===== src/rtl/sysconv_pkg.sv =====
package sysconv_pkg;
  // Result width: full product plus growth for K terms.
  function automatic int acc_width(input int dw, input int k);
    return 2 * dw + $clog2(k);
  endfunction
endpackage


===== src/rtl/sysconv_wbank.sv =====
module sysconv_wbank #(
  parameter int DW = 8,
  parameter int K  = 4
) (
  input  logic                 clk_i,
  input  logic                 rst_ni,
  input  logic                 load_i,
  input  logic signed [DW-1:0] data_i,
  output logic signed [DW-1:0] w_o [K]
);
  logic signed [DW-1:0] w_q [K];

  always_ff @(posedge clk_i or negedge rst_ni) begin
    if (!rst_ni) begin
      for (int j = 0; j < K; j++) w_q[j] <= '0;
    end else if (load_i) begin
      for (int j = 0; j < K - 1; j++) w_q[j] <= w_q[j+1];
      w_q[K-1] <= data_i;
    end
  end

  assign w_o = w_q;

  for (genvar g = 0; g < K; g++) begin : g_hold
    a_r2_weight_hold: assert property (@(posedge clk_i) disable iff (!rst_ni)
      !load_i |=> $stable(w_q[g]));
  end
endmodule


===== src/rtl/sysconv_cell.sv =====
module sysconv_cell #(
  parameter int DW = 8,
  parameter int YW = 18
) (
  input  logic                 clk_i,
  input  logic                 rst_ni,
  input  logic                 en_i,
  input  logic signed [DW-1:0] w_i,
  input  logic signed [DW-1:0] x_i,
  input  logic signed [YW-1:0] y_i,
  input  logic                 v_i,
  output logic signed [YW-1:0] y_o,
  output logic                 v_o
);
  logic signed [2*DW-1:0] prod;
  logic signed [YW-1:0]   y_q;
  logic                   v_q;

  assign prod = w_i * x_i;

  always_ff @(posedge clk_i or negedge rst_ni) begin
    if (!rst_ni) begin
      y_q <= '0;
      v_q <= 1'b0;
    end else if (en_i) begin
      y_q <= y_i + YW'(prod);
      v_q <= v_i;
    end
  end

  assign y_o = y_q;
  assign v_o = v_q;

  a_r6_cell_freeze: assert property (@(posedge clk_i) disable iff (!rst_ni)
    !en_i |=> ($stable(y_q) && $stable(v_q)));
endmodule


===== src/rtl/sysconv_array.sv =====
module sysconv_array #(
  parameter int DW = 8,
  parameter int K  = 4
) (
  input  logic                                                clk_i,
  input  logic                                                rst_ni,
  input  logic                                                wload_i,
  input  logic signed [DW-1:0]                                wdata_i,
  input  logic                                                x_valid_i,
  input  logic signed [DW-1:0]                                x_i,
  output logic                                                y_valid_o,
  output logic signed [sysconv_pkg::acc_width(DW, K)-1:0]     y_o
);
  localparam int YW = sysconv_pkg::acc_width(DW, K);
  localparam int FW = $clog2(K + 1);

  logic signed [DW-1:0] w [K];
  logic signed [YW-1:0] sum [K+1];
  logic                 vld [K+1];
  logic                 step_q;

  sysconv_wbank #(.DW(DW), .K(K)) u_wbank (
    .clk_i  (clk_i),
    .rst_ni (rst_ni),
    .load_i (wload_i),
    .data_i (wdata_i),
    .w_o    (w)
  );

  // Fresh zero sum enters on the left, flagged as a real result.
  assign sum[0] = '0;
  assign vld[0] = 1'b1;

  for (genvar g = 0; g < K; g++) begin : g_cell
    sysconv_cell #(.DW(DW), .YW(YW)) u_cell (
      .clk_i  (clk_i),
      .rst_ni (rst_ni),
      .en_i   (x_valid_i),
      .w_i    (w[g]),
      .x_i    (x_i),
      .y_i    (sum[g]),
      .v_i    (vld[g]),
      .y_o    (sum[g+1]),
      .v_o    (vld[g+1])
    );
  end

  always_ff @(posedge clk_i or negedge rst_ni) begin
    if (!rst_ni) step_q <= 1'b0;
    else         step_q <= x_valid_i;
  end

  assign y_o       = sum[K];
  assign y_valid_o = step_q & vld[K];

  // Checker state: accepted-sample count saturating at K.
  logic [FW-1:0] chk_fill_q;
  logic          chk_acc_q;
  always_ff @(posedge clk_i or negedge rst_ni) begin
    if (!rst_ni) begin
      chk_fill_q <= '0;
      chk_acc_q  <= 1'b0;
    end else begin
      chk_acc_q <= x_valid_i;
      if (x_valid_i && chk_fill_q != FW'(K)) chk_fill_q <= chk_fill_q + 1'b1;
    end
  end

  a_r4_fill_quiet: assert property (@(posedge clk_i) disable iff (!rst_ni)
    (chk_fill_q < FW'(K)) |-> !y_valid_o);
  a_r4_steady_out: assert property (@(posedge clk_i) disable iff (!rst_ni)
    (chk_fill_q == FW'(K) && chk_acc_q) |-> y_valid_o);
  a_r6_gap_hold: assert property (@(posedge clk_i) disable iff (!rst_ni)
    !x_valid_i |=> (!y_valid_o && $stable(y_o)));
  a_r1_reset_out: assert property (@(posedge clk_i)
    !rst_ni |-> (!y_valid_o && y_o == '0));
endmodule


===== config.mk =====
export PLATFORM = sky130hd
export DESIGN_NAME = sysconv_array
export DESIGN_NICKNAME = d
export VERILOG_FILES = /design/src/rtl/sysconv_pkg.sv /design/src/rtl/sysconv_wbank.sv /design/src/rtl/sysconv_cell.sv /design/src/rtl/sysconv_array.sv
export SDC_FILE = /design/constraint.sdc
export NUM_CORES = 1
export LEC_CHECK = 0
export BUFFER_PORTS_ARGS = -buffer_cell sky130_fd_sc_hd__buf_2
export CAP_MARGIN = 10
export CORE_MARGIN = 5
export CORE_UTILIZATION = 36
export CTS_CLUSTER_SIZE = 20
export DETAILED_ROUTE_END_ITERATION = 10
export PLACE_DENSITY = 0.51
export SKIP_LAST_GASP = 1
export SLEW_MARGIN = 30
export SYNTH_ARGS = -nofsm -noshare
export SYNTH_HDL_FRONTEND = slang
export SYNTH_SLANG_ARGS = --single-unit

===== constraint.sdc =====
create_clock -name clk_i -period 6.4 [get_ports clk_i]
set_input_delay 0.96 -clock clk_i [delete_from_list [all_inputs] [get_ports clk_i]]
set_output_delay 0.96 -clock clk_i [all_outputs]
set_load 0.01 [all_outputs]

==> results.toml, run 1 <==
[outcome]
outcome = "complete, no violations"

[logic_synthesis]
synth_seq_cells = 106
ys.flop_type = "dfrtp_1"
synthTopCellsByCount = "inv_1 (331), fa_1 (291), ha_1 (152)"
syn_area_um2 = 15900
ys_seq_area_share_pct = 16.7
yosys_warnings = 0
synthCells = 1578
yosys-top-cells-area = "fa_1 (37%), dfrtp_1 (17%), ha_1 (12%)"
yosys.area.top_type = "fa_1"
synth_cell_types = 46
async_flop_share_pct = 100
syn_area_per_cell_um2 = 10.1
yosysMostFrequentCell = "inv_1"
synth-edff-count = 0
syn-num-nets = 2041
synth_top_area_share_pct = 36.7

[worst_setup_path]
worst_ep_arrival_time_ps = 5990
critPathKind = "primary input to flop"
crit_chain = "buf_2 -> nand2_1 -> fa_1 -> inv_1 -> fa_1 -> ha_1 -> inv_1 -> fa_1 -> inv_1 -> ha_1 -> ha_1 -> fa_1 -> a211oi_1 -> o21ai_0 -> a31oi_1 -> a21oi_1 -> xnor2_1 -> mux2_2"
path_max_fanout = 27
worstPathRequired_ps = 6680
worstSetupStartpoint = "x_i[1]"
worst-path-buf-inv = 4
r2r_setup_slack_ps = 1190
cp_common_cell = "fa_1"
max_stage_delay_ps = 550
crit-reg2reg-launch = "u_wbank.w_o[20]$_DFFE_PN0P_"
reg2regPathDepth = 17
endpoint_kind = "flop"
path_depth = 18
r2r-end = "g_cell[1].u_cell.y_o[16]$_DFFE_PN0P_"
crit_slowest_cell = "buf_2"
endpoint = "g_cell[1].u_cell.y_o[16]$_DFFE_PN0P_"
crit_family = "adder cells"
crit_path_start_kind = "primary input"

[cts]
hold_buffers = 0
cts_root_buf = "clkbuf_16"
post_cts_buffers = 0
clk_latency_ps = 380
clockBufferDepth = 2
clock-sinks = 106
cts_tree = "built"
clkTransAtPathRegs_ps = 80
ctsResizeCount = 0
numCtsBuffers = 9
htree_levels = 3

[cells_and_area]
fin_nets = 2048
layout-drive-gt1-share_pct = 9.50
area_growth_pct = 7.72
final_util_pct = 38.9
antenna_cells = 0
stdcell_count = 2182
final.fill_count = 4418

[timing]
fmax_mhz = 175
tightest_slew_ps = 917
relSlewSlack_pct = 38.9
grt_setup_unrepaired = "false"
drv_slew = 0
tns_ps = 0
finalSetupViolations = 0
period_share_pct = 89.2
fin_skew_ps = 10.6
hold_viol = 0
layout_min_cycle_time_ps = 5710

[die]
ioPinCount = 39
start_util_pct = 36.1
die_area_um2 = 48400
die_x_um = 220
num_rows = 77
coreArea_um2 = 43900
die_h_um = 220

[grt]
grt_pass1_wl_um = 58100
grt_max_degree = 79
track_usage_pct = 15.1
antenna_found_initial = 1
grt_pass1_vias = 10935
grt_overflow = 0

[job]
maxCapViolCount = 0

[placement]
portBuffers = 38
dp_hpwl_um = 26300
placedCellCount = 2166
place_congestion = 0.777

[detailed_routing]
wl_per_cell_um = 15.4
met3_length_um = 779
met1Wirelength_um = 16600
routed_wl_um = 33500
viasPerCell = 4.71
first_pass_iters = 4
wl_met2_um = 15700
vias = 10274
drt-initial-drc-count = 458
drc = 0
antenna_left = 0
dr.max_layer_used = "met5"

[worst_hold_path]
min_path_type = "flop to flop"
-- per-layer routing --
metal  global-route usage [%]  up-vias
met2                     23.9       79
met1                     22.4     5321
met4                     2.77        2
met5                        0        -
met3                     2.27       23
li1                         -     4849
-- final cells by class --
| cell class | instances | area, µm² | share of cell area [%] |
|---|---|---|---|
| inverters | 332 | 1250 | 7.29 |
| well taps | 592 | 741 | 4.33 |
| repair buffers | 61 | 390 | 2.28 |
| multi-input cells | 1075 | 11700 | 68.6 |
| clock buffers | 9 | 225 | 1.32 |
| clock inverters | 7 | 113 | 0.659 |
| flip-flops and latches | 106 | 2650 | 15.5 |
-- worst min-delay path by stage --
stage | start | end | slack (ps) | depth (start not counted)
after floorplan | g_cell[0].u_cell.v_o$_DFFE_PN0P_ | g_cell[0].u_cell.v_o$_DFFE_PN0P_ | 430 | 1
after global placement | g_cell[0].u_cell.v_o$_DFFE_PN0P_ | g_cell[0].u_cell.v_o$_DFFE_PN0P_ | 450 | 1
after detailed placement | g_cell[0].u_cell.v_o$_DFFE_PN0P_ | g_cell[0].u_cell.v_o$_DFFE_PN0P_ | 460 | 1
after CTS | g_cell[0].u_cell.v_o$_DFFE_PN0P_ | g_cell[0].u_cell.v_o$_DFFE_PN0P_ | 470 | 1
after global routing | g_cell[0].u_cell.v_o$_DFFE_PN0P_ | g_cell[0].u_cell.v_o$_DFFE_PN0P_ | 500 | 1
final | g_cell[0].u_cell.v_o$_DFFE_PN0P_ | g_cell[0].u_cell.v_o$_DFFE_PN0P_ | 470 | 1
-- layout by cell type (no fill, tap or decap), types with 6 or more instances in the layout --
cell type	n
o21bai_1	6
nand2b_1	9
buf_4	25
and2_1	132
o21ai_0	40
a31oi_1	7
o211ai_1	7
xor2_1	10
dfrtp_1	106
nand2_1	125
xnor2_1	49
nor2_1	54
inv_1	330
nor3_1	13
a21o_1	14
o21a_1	8
a211oi_1	14
fa_1	291
clkbuf_16	9
ha_1	152
a21oi_1	33
mux2_2	66
buf_2	35
-- flip-flops by register name (all words and copies together), names as in the netlist --
register and count:
g_cell.u_cell.v_o 4, u_wbank.w_o 32, g_cell.u_cell.y_o 69, step_q 1
-- worst register-to-register path: cells and delay by family (launching register included) --
kind,cells,cell delay [ps]
fa+ha+maj,7,2720
compound gates,4,1080
flops,1,630
mux,1,260
simple gates,1,140
xor+xnor,1,140
buf+inv,3,130
-- through the flow --
step	hold slack (ps)	worst slack, ps	cell area (µm²)
after floorplan	431	853	15900
after global placement	450	398	16700
after detailed placement	455	327	16800
after CTS	475	703	17100
after global routing	496	326	17100
final	468	690	17100
-- logic make-up after synthesis --
logic type	share of synthesized area [%]
xor gates and xnor gates	3.26
adders and majority gates	48.7
and+or+nand+nor	11.3
AOI/OAI and AO/OA	5.87
DFF	16.7
muxes	4.81
buffers and inverters	9.39
Power of run 1 is not shown: default switching activity piles up to over one toggle a cycle in this logic, so the estimate is an artifact.
==> run 2: changes to the inputs <==
--- a/config.mk
+++ b/config.mk
@@ -16,4 +16,5 @@
 export SLEW_MARGIN = 30
 export SYNTH_ARGS = -nofsm -noshare
 export SYNTH_HDL_FRONTEND = slang
+export SYNTH_HIERARCHICAL = 1
 export SYNTH_SLANG_ARGS = --single-unit
==> run 2 against run 1 <==
  * Setup slack improved by 240 ps
  * Die area increased by 9.3%
  * Routed wire length increased by 8.6%
  * Critical path depth unchanged
  * First-iteration DRC count increased by 1.5%
  * Non-clock buffer count increased by 1
  * Sequential share of layout area decreased by 0.96 points
  * Cell area increased by 9.6%
  * Utilization increased by 0.25 points
  * Via count increased by 8.5%
  * Maximum frequency increased by 4.5%
==> results.toml, run 2 <==
[grt]
grt_pass1_wl_um = 65700
grt_max_degree = 63
grt_pass1_vias = 12635
grt_overflow = 0
antenna_found_initial = 0
track_usage_pct = 15.2

[cts]
cts_root_buf = "clkbuf_16"
hold_buffers = 0
cts_tree = "built"
clockBufferDepth = 2
post_cts_buffers = 0
numCtsBuffers = 9
htree_levels = 3
clk_latency_ps = 390
clock-sinks = 109
clkTransAtPathRegs_ps = 80
ctsResizeCount = 0

[die]
num_rows = 80
die_x_um = 230
start_util_pct = 36.4
ioPinCount = 39
coreArea_um2 = 47800
die_h_um = 230
die_area_um2 = 52900

[logic_synthesis]
ys_seq_area_share_pct = 15.7
yosys_warnings = 6
synth_top_area_share_pct = 36.8
yosysMostFrequentCell = "inv_1"
async_flop_share_pct = 100
synth-edff-count = 0
syn_area_um2 = 17400
ys.flop_type = "dfrtp_1"
synth_seq_cells = 109
synth_cell_types = 62
yosys.area.top_type = "fa_1"
syn_area_per_cell_um2 = 10.6
synthTopCellsByCount = "inv_1 (363), fa_1 (320), ha_1 (168)"
synthCells = 1642
yosys-top-cells-area = "fa_1 (37%), dfrtp_1 (16%), ha_1 (12%)"

[worst_setup_path]
crit_chain = "buf_2 -> buf_4 -> nand2_1 -> inv_1 -> fa_1 -> inv_1 -> fa_1 -> inv_1 -> fa_1 -> fa_1 -> ha_1 -> ha_1 -> a21o_1 -> a21o_1 -> a21oi_1 -> o21ai_0 -> xor2_1 -> mux2_2"
crit_path_start_kind = "primary input"
cp_common_cell = "fa_1"
crit_slowest_cell = "fa_1"
worst_ep_arrival_time_ps = 5740
max_stage_delay_ps = 470
path_max_fanout = 14
worstPathRequired_ps = 6670
critPathKind = "primary input to flop"
endpoint_kind = "flop"

[outcome]
outcome = "complete, no violations"

[cells_and_area]
layout-drive-gt1-share_pct = 10.8
layout_commonest_cell = "inv_1"
fin_nets = 2214
final_cell_mix = "inv_1 (363), fa_1 (320), ha_1 (168)"
area_growth_pct = 7.55
antenna_cells = 0
final.fill_count = 4818
largest_reg_flops = 72

[worst_hold_path]
min_path_type = "flop to flop"

[timing]
hold_viol = 0
tightest_slew_ps = 757
setup_ws_ps = 934
drv_slew = 0
fmax_mhz = 183
fin_skew_ps = 8.85
finalSetupViolations = 0
relSlewSlack_pct = 49.5
layout_min_cycle_time_ps = 5470
grt_setup_unrepaired = "false"
period_share_pct = 85.4
tns_ps = 0

[job]
maxCapViolCount = 0

[detailed_routing]
drc = 0
wl_per_cell_um = 15.7
routed_wl_um = 36400
first_pass_iters = 5
drt-initial-drc-count = 465
vias = 11149
viasPerCell = 4.79
antenna_left = 0

[placement]
portBuffers = 38
place_congestion = 0.788
dpl_worst_slack_ps = 478
dp_hpwl_um = 29400
-- run 2: final cells by class --
cell class / instances / area (µm²) / area share, %
clock buffers: 9 / 225 / 1.20
clock inverters: 7 / 78.8 / 0.421
inverters: 367 / 1380 / 7.35
multi-input cells: 1157 / 13200 / 70.3
flip-flops and latches: 109 / 2730 / 14.6
well taps: 615 / 769 / 4.11
repair buffers: 62 / 379 / 2.02
-- run 2: cell families (layout without fill, tap and decap cells) --
logic type / count (synthesis) / count (layout) / share of synthesized area [%]
mux: 84 / 84 / 6.14
simple gates: 335 / 335 / 9.80
fa+ha+maj: 488 / 488 / 48.8
buf+inv: 393 / 445 / 9.06
flops: 109 / 109 / 15.7
other cells: 2 / 19 / 0.0431
xor+xnor: 64 / 64 / 3.38
compound gates: 167 / 167 / 7.08
-- run 2: critical path: cells and delay by family --
family	cells	cell delay, ps
fa+ha+maj	6	2380
xor+xnor	1	160
mux	1	270
simple gates	1	170
buf+inv	5	1070
compound gates	4	700
-- run 2: final timing paths --
path                                                       from                                    to  slack, ps  cells after the start
setup / recovery                                         x_i[2]  g_cell[3].u_cell/y_o[15]$_DFFE_PN0P_        930                     18
hold / removal             g_cell[3].u_cell/y_o[10]$_DFFE_PN0P_  g_cell[3].u_cell/y_o[10]$_DFFE_PN0P_        500                      1
setup reg to reg                     u_wbank/w_o[7]$_DFFE_PN0P_  g_cell[3].u_cell/y_o[15]$_DFFE_PN0P_       1380                     16
hold reg to reg            g_cell[3].u_cell/y_o[10]$_DFFE_PN0P_  g_cell[3].u_cell/y_o[10]$_DFFE_PN0P_        500                      1
max in group asynchronous                                rst_ni  g_cell[2].u_cell/y_o[12]$_DFFE_PN0P_       4790                      2
min in group asynchronous                                rst_ni      g_cell[0].u_cell/v_o$_DFFE_PN0P_        560                      1
-- run 2: stage by stage --
step	cells	utilization [%]	hold slack, ps	cell area (µm²)
detailed placement	2310	38.5	493	18400
floorplan	1659	-	472	17500
CTS	2326	39.1	512	18700
global placement	2310	38.5	485	18400
global route	2326	39.2	523	18700
finish	2326	39.2	504	18700
-- run 2: metal layers --
| layer | up-vias | part of all wire (%) | track usage (%) |
|---|---|---|---|
| met5 | - | 0 | 0 |
| met4 | 0 | 0.83 | 2.24 |
| met3 | 21 | 3.1 | 2.34 |
| met2 | 123 | 47 | 24.8 |
| met1 | 5783 | 49 | 21.9 |
| li1 | 5222 | - | - |
Power of run 2 is left out for the same reason.
==> run 3: changes to the inputs <==
--- a/config.mk
+++ b/config.mk
@@ -11,7 +11,8 @@
 export CORE_UTILIZATION = 36
 export CTS_CLUSTER_SIZE = 20
 export DETAILED_ROUTE_END_ITERATION = 10
-export PLACE_DENSITY = 0.51
+export GPL_TIMING_DRIVEN = 0
+export PLACE_DENSITY = 0.53
 export SKIP_LAST_GASP = 1
 export SLEW_MARGIN = 30
 export SYNTH_ARGS = -nofsm -noshare
==> constraint.sdc (replaced) <==
create_clock -name clk_i -period 4.93 [get_ports clk_i]
set_input_delay 0.7395 -clock clk_i [delete_from_list [all_inputs] [get_ports clk_i]]
set_output_delay 0.7395 -clock clk_i [all_outputs]
set_load 0.01 [all_outputs]
==> run 3 against run 2 <==
  * Global-route usage decreased by 0.30 points
  * Flip-flop and latch count unchanged
  * Cell area up 3.4%
  * Die area unchanged
  * Register-to-register slack got worse by 1200 ps
  * Cell count rose by 1.3%
  * First-iteration DRC count shrank 9.7%
  * Largest cell class unchanged
==> results.toml, run 3 (synthesis results as in run 2) <==
[outcome]
outcome = "complete, no violations"

[detailed_routing]
drt-initial-drc-count = 420
viasPerCell = 4.80
drc = 0
wl_per_cell_um = 15.6
first_pass_iters = 5
antenna_left = 0
routed_wl_um = 36800
vias = 11309

[cells_and_area]
largest_reg_flops = 72
area_growth_pct = 11.2
layout_commonest_cell = "inv_1"
layout-drive-gt1-share_pct = 15.2
regArea_um2 = 2750
antenna_cells = 0
final_util_pct = 40.5
final_cell_mix = "inv_1 (361), fa_1 (318), ha_1 (158)"
fin_nets = 2244
final.fill_count = 4754
multiInputGateArea_um2 = 13400

[grt]
grt_pass1_wl_um = 64600
track_usage_pct = 14.9
antenna_found_initial = 1
grt_overflow = 0
grt_pass1_vias = 12559
grt_max_degree = 60

[timing]
fmax_mhz = 209
hold_viol = 0
layout_min_cycle_time_ps = 4790
drv_slew = 0
grt_setup_unrepaired = "true"
fin_skew_ps = 6.64
tns_ps = 0
period_share_pct = 97.3
setup_ws_ps = 135
finalSetupViolations = 0
tightest_slew_ps = 662
relSlewSlack_pct = 55.9

[worst_setup_path]
crit_family = "adder cells"
worstPathRequired_ps = 5250
path_max_fanout = 32
crit_path_start_kind = "primary input"
crit_slowest_cell = "fa_1"
worstSetupStartpoint = "x_i[5]"
worst_ep_arrival_time_ps = 5110
crit_chain = "buf_12 -> nand2_1 -> fa_1 -> fa_1 -> inv_1 -> fa_1 -> fa_1 -> fa_1 -> ha_4 -> a21oi_1 -> o22a_2 -> nand3_4 -> a21oi_4 -> or4_1 -> nand3_1"
crit-reg2reg-launch = "u_wbank/w_o[28]$_DFFE_PN0P_"
reg2regPathDepth = 14
endpoint_kind = "flop"
r2r-end = "g_cell[0].u_cell/y_o[15]$_DFFE_PN0P_"
r2r_setup_slack_ps = 170
max_stage_delay_ps = 580
critPathKind = "primary input to flop"
cp_common_cell = "fa_1"
worst-path-buf-inv = 2

[die]
coreArea_um2 = 47800
start_util_pct = 36.4
die_h_um = 230
die_x_um = 230
num_rows = 80
die_area_um2 = 52900
ioPinCount = 39

[placement]
dpl_worst_slack_ps = -1140
place_congestion = 0.781
dp_hpwl_um = 29300
portBuffers = 36

[cts]
numCtsBuffers = 9
clk_latency_ps = 380
cts_root_buf = "clkbuf_16"
htree_levels = 3
clkTransAtPathRegs_ps = 80
clock-sinks = 109
cts_tree = "built"
hold_buffers = 0
clockBufferDepth = 2

[job]
maxCapViolCount = 0

[worst_hold_path]
min_path_type = "primary input to async pin"
## run 3: cell types whose count changed in the layout (fill, tap and decap cells not counted), sizes merged
cell / before / now
clkinv: 5 / 1
buf: 62 / 75
clkinvlp: 0 / 2
clkbuf: 9 / 27
bufinv: 0 / 1
## run 3: stage by stage
step	std cells	area (µm²)	hold slack, ps
2_1_floorplan	1659	17500	444
3_3_place_gp	2310	18500	485
3_5_place_dp	2311	18500	491
4_1_cts	2330	18900	286
5_1_grt	2356	19400	304
6_report	2356	19400	290
## run 3: area by class of cell
type                            instances  share of cell area, %
Multi-Input combinational cell       1157                   69.0
Clock buffer                           10                   1.23
Tap cell                              615                   3.97
Buffer                                 26                   1.07
Timing Repair Buffer                   66                   3.00
Clock inverter                          6                  0.400
Inverter                              367                   7.16
Sequential cell                       109                   14.2
## run 3: how the worst max path moves through the flow
stage | to | slack, ps | cells after the start
after floorplan | g_cell[3].u_cell/y_o[12]$_DFFE_PN0P_ | 8 | 18
after global placement | g_cell[0].u_cell/y_o[11]$_DFFE_PN0P_ | -1120 | 16
after detailed placement | g_cell[0].u_cell/y_o[11]$_DFFE_PN0P_ | -1140 | 16
after CTS | g_cell[0].u_cell/y_o[17]$_DFFE_PN0P_ | 9 | 15
after global routing | g_cell[1].u_cell/y_o[13]$_DFFE_PN0P_ | -30 | 15
final | g_cell[0].u_cell/y_o[15]$_DFFE_PN0P_ | 140 | 15
## run 3: per-layer routing
layer,vias to the layer above,global-route usage (%),share of wire (%)
met5,-,0,0
met4,0,2.09,0.86
met3,22,2.22,3.0
met2,137,24.8,48
met1,5870,21.2,48
li1,5280,-,-
## run 3: timing repair
action | 4_1_cts | 5_1_grt
setup buffers | 3 | 25
setup endpoints to repair | 43 | 29
gates resized for setup | 30 | 68
pin swaps | 3 | 10
cloned | 0 | 1
Power of run 3 is left out for the same reason.
